[config.mk]
export PLATFORM = sky130hd
export DESIGN_NAME = odp_cfg_unit
export DESIGN_NICKNAME = d
export VERILOG_FILES = /design/src/rtl/odp_pkg.sv /design/src/rtl/odp_cfg_regs.sv /design/src/rtl/odp_reorder.sv /design/src/rtl/odp_stream_ser.sv /design/src/rtl/odp_pio_strobe.sv /design/src/rtl/odp_cfg_unit.sv
export SDC_FILE = /design/constraint.sdc
export NUM_CORES = 1
export LEC_CHECK = 0
export BUFFER_PORTS_ARGS = -buffer_cell sky130_fd_sc_hd__buf_2
export CAP_MARGIN = 40
export CORE_ASPECT_RATIO = 1.25
export CORE_UTILIZATION = 60
export CTS_BUF_LIST = sky130_fd_sc_hd__clkbuf_4 sky130_fd_sc_hd__clkbuf_8
export CTS_CLUSTER_SIZE = 12
export DETAILED_ROUTE_END_ITERATION = 16
export PLACE_DENSITY = 0.92
export SLEW_MARGIN = 20
export SYNTH_ARGS = -nofsm -noshare
export SYNTH_HDL_FRONTEND = slang
export SYNTH_HIERARCHICAL = 1
export SYNTH_SLANG_ARGS = --single-unit
[constraint.sdc]
create_clock -name clk -period 3.75 [get_ports clk]
set_input_delay 1.125 -clock clk [delete_from_list [all_inputs] [get_ports clk]]
set_output_delay 1.125 -clock clk [all_outputs]
set_load 0.05 [all_outputs]
[src/rtl/odp_pkg.sv]
// Package odp_pkg
// Shared register addresses and configuration bit positions for the output
// data path configuration unit. Assumes an 8-bit register address space.
package odp_pkg;

    localparam int unsigned REG_AW = 8;
    localparam int unsigned REG_DW = 8;

    localparam logic [REG_AW-1:0] ADDR_CFG    = 8'h0F;
    localparam logic [REG_AW-1:0] ADDR_PIO_LO = 8'h10;
    localparam logic [REG_AW-1:0] ADDR_PIO_HI = 8'h11;

    // Bit positions inside the configuration byte
    localparam int unsigned CB_BSWAP  = 0;
    localparam int unsigned CB_BREV   = 2;
    localparam int unsigned CB_HSWAP  = 3;
    localparam int unsigned CB_DLYDIS = 4;
    localparam int unsigned CB_STOP   = 5;
    localparam int unsigned CB_PIO    = 6;

    // Decoded control view of the configuration byte
    typedef struct packed {
        logic pio_en;
        logic force_stop;
        logic dly_dis;
        logic hswap;
        logic brev;
        logic bswap;
    } odp_ctrl_t;

endpackage

[src/rtl/odp_cfg_regs.sv]
// Module odp_cfg_regs
// Holds the configuration byte and the two programmed-mode byte registers.
// Decodes the control bits and flags a high-byte write that is accepted.
// Assumes single-cycle write strobes and a combinational read.
module odp_cfg_regs
    import odp_pkg::*;
#(
    parameter int unsigned AW = REG_AW,
    parameter int unsigned DW = REG_DW
) (
    input  logic          clk,
    input  logic          rst_n,
    input  logic          wr_en,
    input  logic [AW-1:0] addr,
    input  logic [DW-1:0] wdata,
    output logic [DW-1:0] rdata,
    output odp_ctrl_t     ctrl,
    output logic [2*DW-1:0] pio_word,
    output logic          hi_wr_evt
);

    logic [DW-1:0] cfg_q;
    logic [DW-1:0] lo_q;
    logic [DW-1:0] hi_q;

    logic sel_cfg;
    logic sel_lo;
    logic sel_hi;

    assign sel_cfg = (addr == AW'(ADDR_CFG));
    assign sel_lo  = (addr == AW'(ADDR_PIO_LO));
    assign sel_hi  = (addr == AW'(ADDR_PIO_HI));

    // Store the configuration byte on a matching write
    always_ff @(posedge clk) begin
        if (!rst_n)
            cfg_q <= '0;
        else if (wr_en && sel_cfg)
            cfg_q <= wdata;
    end

    // Store programmed-mode bytes only while the mode is enabled
    always_ff @(posedge clk) begin
        if (!rst_n) begin
            lo_q <= '0;
            hi_q <= '0;
        end else if (wr_en && cfg_q[CB_PIO]) begin
            if (sel_lo) lo_q <= wdata;
            if (sel_hi) hi_q <= wdata;
        end
    end

    // Combinational read mux
    always_comb begin
        rdata = '0;
        if (sel_cfg)     rdata = cfg_q;
        else if (sel_lo) rdata = lo_q;
        else if (sel_hi) rdata = hi_q;
    end

    // Decode the control view
    always_comb begin
        ctrl.pio_en     = cfg_q[CB_PIO];
        ctrl.force_stop = cfg_q[CB_STOP];
        ctrl.dly_dis    = cfg_q[CB_DLYDIS];
        ctrl.hswap      = cfg_q[CB_HSWAP];
        ctrl.brev       = cfg_q[CB_BREV];
        ctrl.bswap      = cfg_q[CB_BSWAP];
    end

    assign pio_word  = {hi_q, lo_q};
    assign hi_wr_evt = wr_en && sel_hi && cfg_q[CB_PIO];

    assert_cfg_write_R1: assert property (@(posedge clk) disable iff (!rst_n)
        (wr_en && sel_cfg) |=> (cfg_q == $past(wdata)));

    assert_pio_ignore_R10: assert property (@(posedge clk) disable iff (!rst_n)
        (wr_en && !cfg_q[CB_PIO]) |=> ($stable(lo_q) && $stable(hi_q)));

endmodule

[src/rtl/odp_reorder.sv]
// Module odp_reorder
// Combinational reordering of one wide input word into two output half-words.
// The steps run in this order: half-word selection, byte exchange, then bit
// mirroring inside each byte. Assumes HW is a multiple of LANE and that
// HW is exactly 2*LANE.
module odp_reorder #(
    parameter int unsigned HW   = 16,
    parameter int unsigned LANE = 8
) (
    input  logic [2*HW-1:0] in_word,
    input  logic            hswap,
    input  logic            bswap,
    input  logic            brev,
    output logic [HW-1:0]   first_hw,
    output logic [HW-1:0]   second_hw
);

    localparam int unsigned NLANE = HW / LANE;

    logic [HW-1:0] sel_a, sel_b;
    logic [HW-1:0] bs_a, bs_b;
    logic [HW-1:0] rv_a, rv_b;

    // Pick which half leaves first
    always_comb begin
        sel_a = hswap ? in_word[2*HW-1:HW] : in_word[HW-1:0];
        sel_b = hswap ? in_word[HW-1:0]    : in_word[2*HW-1:HW];
    end

    // Exchange the two bytes of each half-word
    always_comb begin
        bs_a = bswap ? {sel_a[LANE-1:0], sel_a[HW-1:LANE]} : sel_a;
        bs_b = bswap ? {sel_b[LANE-1:0], sel_b[HW-1:LANE]} : sel_b;
    end

    // Mirror the bits inside every byte lane
    for (genvar g = 0; g < NLANE; g++) begin : g_lane
        for (genvar k = 0; k < LANE; k++) begin : g_bit
            assign rv_a[g*LANE+k] = bs_a[g*LANE+(LANE-1-k)];
            assign rv_b[g*LANE+k] = bs_b[g*LANE+(LANE-1-k)];
        end
    end

    assign first_hw  = brev ? rv_a : bs_a;
    assign second_hw = brev ? rv_b : bs_b;

endmodule

[src/rtl/odp_stream_ser.sv]
// Module odp_stream_ser
// Two-beat serializer: each accepted word gives two half-word beats on
// consecutive cycles. It stalls on stop, and it can insert one idle cycle
// before the first beat of a burst that starts from idle. Assumes the beat
// data is already reordered.
module odp_stream_ser #(
    parameter int unsigned HW = 16
) (
    input  logic          clk,
    input  logic          rst_n,
    input  logic [HW-1:0] first_hw,
    input  logic [HW-1:0] second_hw,
    input  logic          in_valid,
    output logic          in_ready,
    input  logic          stop,
    input  logic          dly_dis,
    output logic [HW-1:0] beat_data,
    output logic          beat_valid
);

    logic [HW-1:0] hold_q;
    logic [HW-1:0] beat_q;
    logic          have_q;
    logic          valid_q;
    logic          stream_q;
    logic          warm_q;
    logic          accept;

    assign in_ready = !stop && !have_q && (dly_dis || stream_q || warm_q);
    assign accept   = in_valid && in_ready;

    // Beat sequencing: a held second half first, then a new word, else idle
    always_ff @(posedge clk) begin
        if (!rst_n) begin
            hold_q   <= '0;
            beat_q   <= '0;
            have_q   <= 1'b0;
            valid_q  <= 1'b0;
            stream_q <= 1'b0;
            warm_q   <= 1'b0;
        end else if (stop) begin
            valid_q <= 1'b0;
        end else if (have_q) begin
            beat_q   <= hold_q;
            valid_q  <= 1'b1;
            have_q   <= 1'b0;
            stream_q <= 1'b1;
            warm_q   <= 1'b0;
        end else if (accept) begin
            beat_q   <= first_hw;
            hold_q   <= second_hw;
            have_q   <= 1'b1;
            valid_q  <= 1'b1;
            stream_q <= 1'b1;
            warm_q   <= 1'b0;
        end else begin
            valid_q  <= 1'b0;
            stream_q <= 1'b0;
            warm_q   <= in_valid && !dly_dis;
        end
    end

    assign beat_data  = beat_q;
    assign beat_valid = valid_q;

    assert_accept_beat_R5: assert property (@(posedge clk) disable iff (!rst_n)
        (in_valid && in_ready) |=> (beat_valid && have_q));

    assert_second_beat_R5: assert property (@(posedge clk) disable iff (!rst_n)
        (have_q && !stop) |=> (beat_valid && !have_q));

    assert_stall_R7: assert property (@(posedge clk) disable iff (!rst_n)
        stop |=> (!beat_valid && $stable(hold_q)));

    assert_start_delay_R6: assert property (@(posedge clk) disable iff (!rst_n)
        (!dly_dis && !stream_q && !warm_q && !have_q) |=> !beat_valid);

endmodule

[src/rtl/odp_pio_strobe.sv]
// Module odp_pio_strobe
// Makes a half-period strobe from a one-cycle request. The request is
// registered on the rising edge and copied on the falling edge. The strobe
// is their AND, so it is high from the falling edge to the next rising edge.
// Assumes a clock with a 50% duty cycle.
module odp_pio_strobe (
    input  logic clk,
    input  logic rst_n,
    input  logic fire_req,
    output logic strobe
);

    logic fire_q;
    logic fall_q;

    // Register the request for one full cycle
    always_ff @(posedge clk) begin
        if (!rst_n) fire_q <= 1'b0;
        else        fire_q <= fire_req;
    end

    // Copy the request onto the falling edge
    always_ff @(negedge clk) begin
        if (!rst_n) fall_q <= 1'b0;
        else        fall_q <= fire_q;
    end

    assign strobe = fire_q && fall_q;

    assert_fire_R9: assert property (@(posedge clk) disable iff (!rst_n)
        fire_req |=> fire_q);

    assert_fire_single_R9: assert property (@(posedge clk) disable iff (!rst_n)
        (fire_q && !fire_req) |=> !fire_q);

endmodule

[src/rtl/odp_cfg_unit.sv]
// Module odp_cfg_unit (top)
// Output data path configuration unit. It holds the register block, the
// reordering logic, the two-beat serializer and the programmed-mode strobe.
// The programmed mode takes over the device outputs and blocks streaming.
// Assumes one clock domain and a synchronous active-low reset.
module odp_cfg_unit
    import odp_pkg::*;
#(
    parameter int unsigned HW   = 16,
    parameter int unsigned LANE = 8,
    parameter int unsigned AW   = REG_AW
) (
    input  logic            clk,
    input  logic            rst_n,
    input  logic            reg_wr_en,
    input  logic [AW-1:0]   reg_addr,
    input  logic [LANE-1:0] reg_wdata,
    output logic [LANE-1:0] reg_rdata,
    input  logic [2*HW-1:0] in_data,
    input  logic            in_valid,
    output logic            in_ready,
    input  logic            dev_not_ready,
    output logic [HW-1:0]   dev_data,
    output logic            dev_valid
);

    odp_ctrl_t       ctrl;
    logic [HW-1:0]   pio_word;
    logic            hi_wr_evt;
    logic [HW-1:0]   first_hw, second_hw;
    logic [HW-1:0]   beat_data;
    logic            beat_valid;
    logic            ser_stop;
    logic            strobe;

    odp_cfg_regs #(.AW(AW), .DW(LANE)) i_regs (
        .clk       (clk),
        .rst_n     (rst_n),
        .wr_en     (reg_wr_en),
        .addr      (reg_addr),
        .wdata     (reg_wdata),
        .rdata     (reg_rdata),
        .ctrl      (ctrl),
        .pio_word  (pio_word),
        .hi_wr_evt (hi_wr_evt)
    );

    odp_reorder #(.HW(HW), .LANE(LANE)) i_reorder (
        .in_word   (in_data),
        .hswap     (ctrl.hswap),
        .bswap     (ctrl.bswap),
        .brev      (ctrl.brev),
        .first_hw  (first_hw),
        .second_hw (second_hw)
    );

    // Any stop source, plus programmed mode, freezes the serializer
    assign ser_stop = dev_not_ready || ctrl.force_stop || ctrl.pio_en;

    odp_stream_ser #(.HW(HW)) i_ser (
        .clk        (clk),
        .rst_n      (rst_n),
        .first_hw   (first_hw),
        .second_hw  (second_hw),
        .in_valid   (in_valid),
        .in_ready   (in_ready),
        .stop       (ser_stop),
        .dly_dis    (ctrl.dly_dis),
        .beat_data  (beat_data),
        .beat_valid (beat_valid)
    );

    odp_pio_strobe i_strobe (
        .clk      (clk),
        .rst_n    (rst_n),
        .fire_req (hi_wr_evt),
        .strobe   (strobe)
    );

    // Device output mux: programmed mode owns the port when enabled
    always_comb begin
        if (ctrl.pio_en) begin
            dev_data  = pio_word;
            dev_valid = strobe;
        end else begin
            dev_data  = beat_data;
            dev_valid = beat_valid;
        end
    end

    assert_pio_blocks_R8: assert property (@(posedge clk) disable iff (!rst_n)
        ctrl.pio_en |-> !in_ready);

endmodule

==> impl_metrics.json <==
{
  "status": "complete, but fails checks",
  "failed_checks": "setup timing",
  "finalHoldViolations": 0,
  "ys_types": 42,
  "grt_max_degree": 87,
  "core_area_sq_mm": 0.007019,
  "whs_ps": 470.5,
  "synth_common_cells": "dfxtp_1, nand2_1, mux2_2",
  "final_net_count": 499,
  "syn2layout_area_growth_pct": 9.897,
  "grt_pass1_wl_mm": 14.54,
  "remaining_drc_errors": 0,
  "worstPathRequired_ps": 2620,
  "slew_headroom_pct": 49.83,
  "yosysWarnings": 6,
  "cp-start-kind": "register",
  "avgSynthCellArea_sq_um": 11.02,
  "slowest_delay_ps": 280,
  "ys.flop_type": "dfxtp_1",
  "yosys.area.top_type_share_pct": 28.29,
  "initial_core_util_pct": 62.50,
  "ir_drop_v": 0.0002727,
  "portBuffers": 78,
  "cp.arrival_ps": 3070,
  "p_per_area_mw_per_mm2": 325.8,
  "cp_slowest_cell": "dfxtp_1",
  "ant_nets": 0,
  "post_cts_buffers": 0,
  "synth.most_common_cell": "dfxtp_1",
  "fin_skew_ps": 34.27,
  "wl_per_cell_um": 16.57,
  "ys_seq_area_share_pct": 28.29,
  "first_iter_violations": 125,
  "power_leakage_nw": 1.948,
  "clock_path_buffers": 2,
  "antenna_found_initial": 0,
  "crit_type": "reg2out",
  "cts_tree": "built",
  "grt_util_all_layers_pct": 24.10,
  "finalSetupTns_ps": -442.2,
  "synth_nets": 451,
  "hp-class": "reg2reg",
  "cts_num_sinks": 62,
  "fin_ws_ps": -442.2,
  "ios": 79,
  "grt_pass1_vias": 3146,
  "rsz0062_at_grt": "yes",
  "holdBufCountCts": 0,
  "setup_violations": 1,
  "power_mw": 1.571,
  "overflow": 0,
  "via_per_inst": 6.246,
  "clock_latency_ps": 370,
  "dpl_worst_slack_ps": -118.1,
  "synth_top_area_cell": "dfxtp_1",
  "cts_root_buf": "clkbuf_8",
  "syn_area_sq_mm": 0.004387,
  "max_cap_viol_count": 0,
  "drt_pass1_iterations": 4,
  "worstMarginPinSlew_ps": 752.6,
  "slew_violations": 0,
  "cts.clk_slew.worst_paths_ps": 70,
  "syn_inst": 398,
  "die_area_sq_mm": 0.007660,
  "cts_buffers": 9,
  "die_w_um": 78.48,
  "die_h_um": 97.60,
  "routabilityCongestion": 0.8131,
  "drive_gt1_share_pct": 40.13,
  "critical_path.max_fanout": 1,
  "crit_chain": "and2_1 > mux2_4 > buf_8",
  "vias": 3379,
  "hpwl_mm": 6.332,
  "synthArstFlopShare_pct": 0,
  "cp-end-kind": "output port",
  "htreeDepth": 3,
  "totalWireLength_mm": 8.964,
  "ys_seq_elements": 62,
  "core.rowCount": 34,
  "netlist_top_cells_area": "dfxtp_1, mux4_1, mux2_2",
  "synth-edff-count": 0,
  "n_antenna_cell": 0
}
==> stage by stage <==
stage / util [%] / instance area [sq um] / cells
2_1_floorplan: - / 4393 / 398
3_3_place_gp: 65.51 / 4598 / 525
3_5_place_dp: 65.51 / 4598 / 525
4_1_cts: 68.68 / 4821 / 541
5_1_grt: 68.68 / 4821 / 541
6_report: 68.68 / 4821 / 541
==> flip-flops by register name, summed over array words and instances, names as in the netlist <==
name,flops
i_ser/beat_data,16
i_ser/hold_q,16
i_regs/cfg_q,8
i_regs/hi_q,8
i_regs/lo_q,8
i_ser/beat_valid,1
i_ser/have_q,1
i_ser/stream_q,1
i_ser/warm_q,1
i_strobe/fall_q,1
i_strobe/fire_q,1
==> path summary, 6_finish.rpt <==
kind	start	to	slack (ps)	cells after the start
max	i_strobe/fall_q	dev_valid	-440	3
min	i_regs/cfg_q[7]	i_regs/cfg_q[7]	470	2
max reg2reg	i_strobe/fire_q	i_strobe/fall_q	1370	1
min reg2reg	i_regs/cfg_q[7]	i_regs/cfg_q[7]	470	2
==> report_power, final <==
part | internal (mW) | switching (mW) | total (mW) | leakage (nW)
clock network | 0.386 | 0.244 | 0.630 | 0.117
logic | 0.104 | 0.148 | 0.251 | 1.33
registers | 0.678 | 0.0114 | 0.689 | 0.502
==> cell usage in the layout (no fill, tap or decap), types with 9 or more instances in the layout <==
cell type / instances
mux4_1: 25
o21ai_2: 9
o211ai_1: 16
mux2_2: 46
mux2i_1: 24
mux2_4: 11
o21ai_0: 17
o32ai_1: 16
buf_2: 77
dfxtp_1: 62
nor2_1: 9
clkbuf_8: 9
nand2_1: 49
a21oi_1: 17
==> what timing repair did <==
| item | 4_1_cts | 5_1_grt |
|---|---|---|
| gates resized for setup | 3 | 0 |
| gates cloned | 0 | 0 |
| setup endpoints to repair | 1 | 1 |
| pin swaps | 1 | 0 |
==> cells by family after synthesis <==
logic type	count (synthesis)	synth area share (%)
flops	62	28.29
simple gates	80	9.099
buf+inv	50	8.157
mux	113	39.53
compound gates	93	14.92
==> layer usage <==
layer  share of wire [%]  global-route usage (%)  wire length, um  vias up
met5                   0                       0                0        -
met4                 1.8                   9.687              163        0
met3                 5.4                   4.789              480       14
met2                  50                   40.28             4482      109
met1                  43                   30.19             3836     1609
li1                    -                       -                -     1647
==> cell type report <==
class	count	area, sq um
inverter	1	3.754
multi-input combinational	286	2794
tap	90	112.6
sequential	62	1241
timing repair buffer	85	452.9
fill	542	2198
clock buffer	11	138.9
clock inverter	6	77.57
==> worst max-delay path, delay by kind of cell (launching register included) <==
kind                   cells  cell delay [ps]
buffers and inverters      1              150
flip-flops                 1              280
multiplexers               1              260
AND/OR/NAND/NOR            1              120
Note: power is estimated with default switching activity, not from simulation.
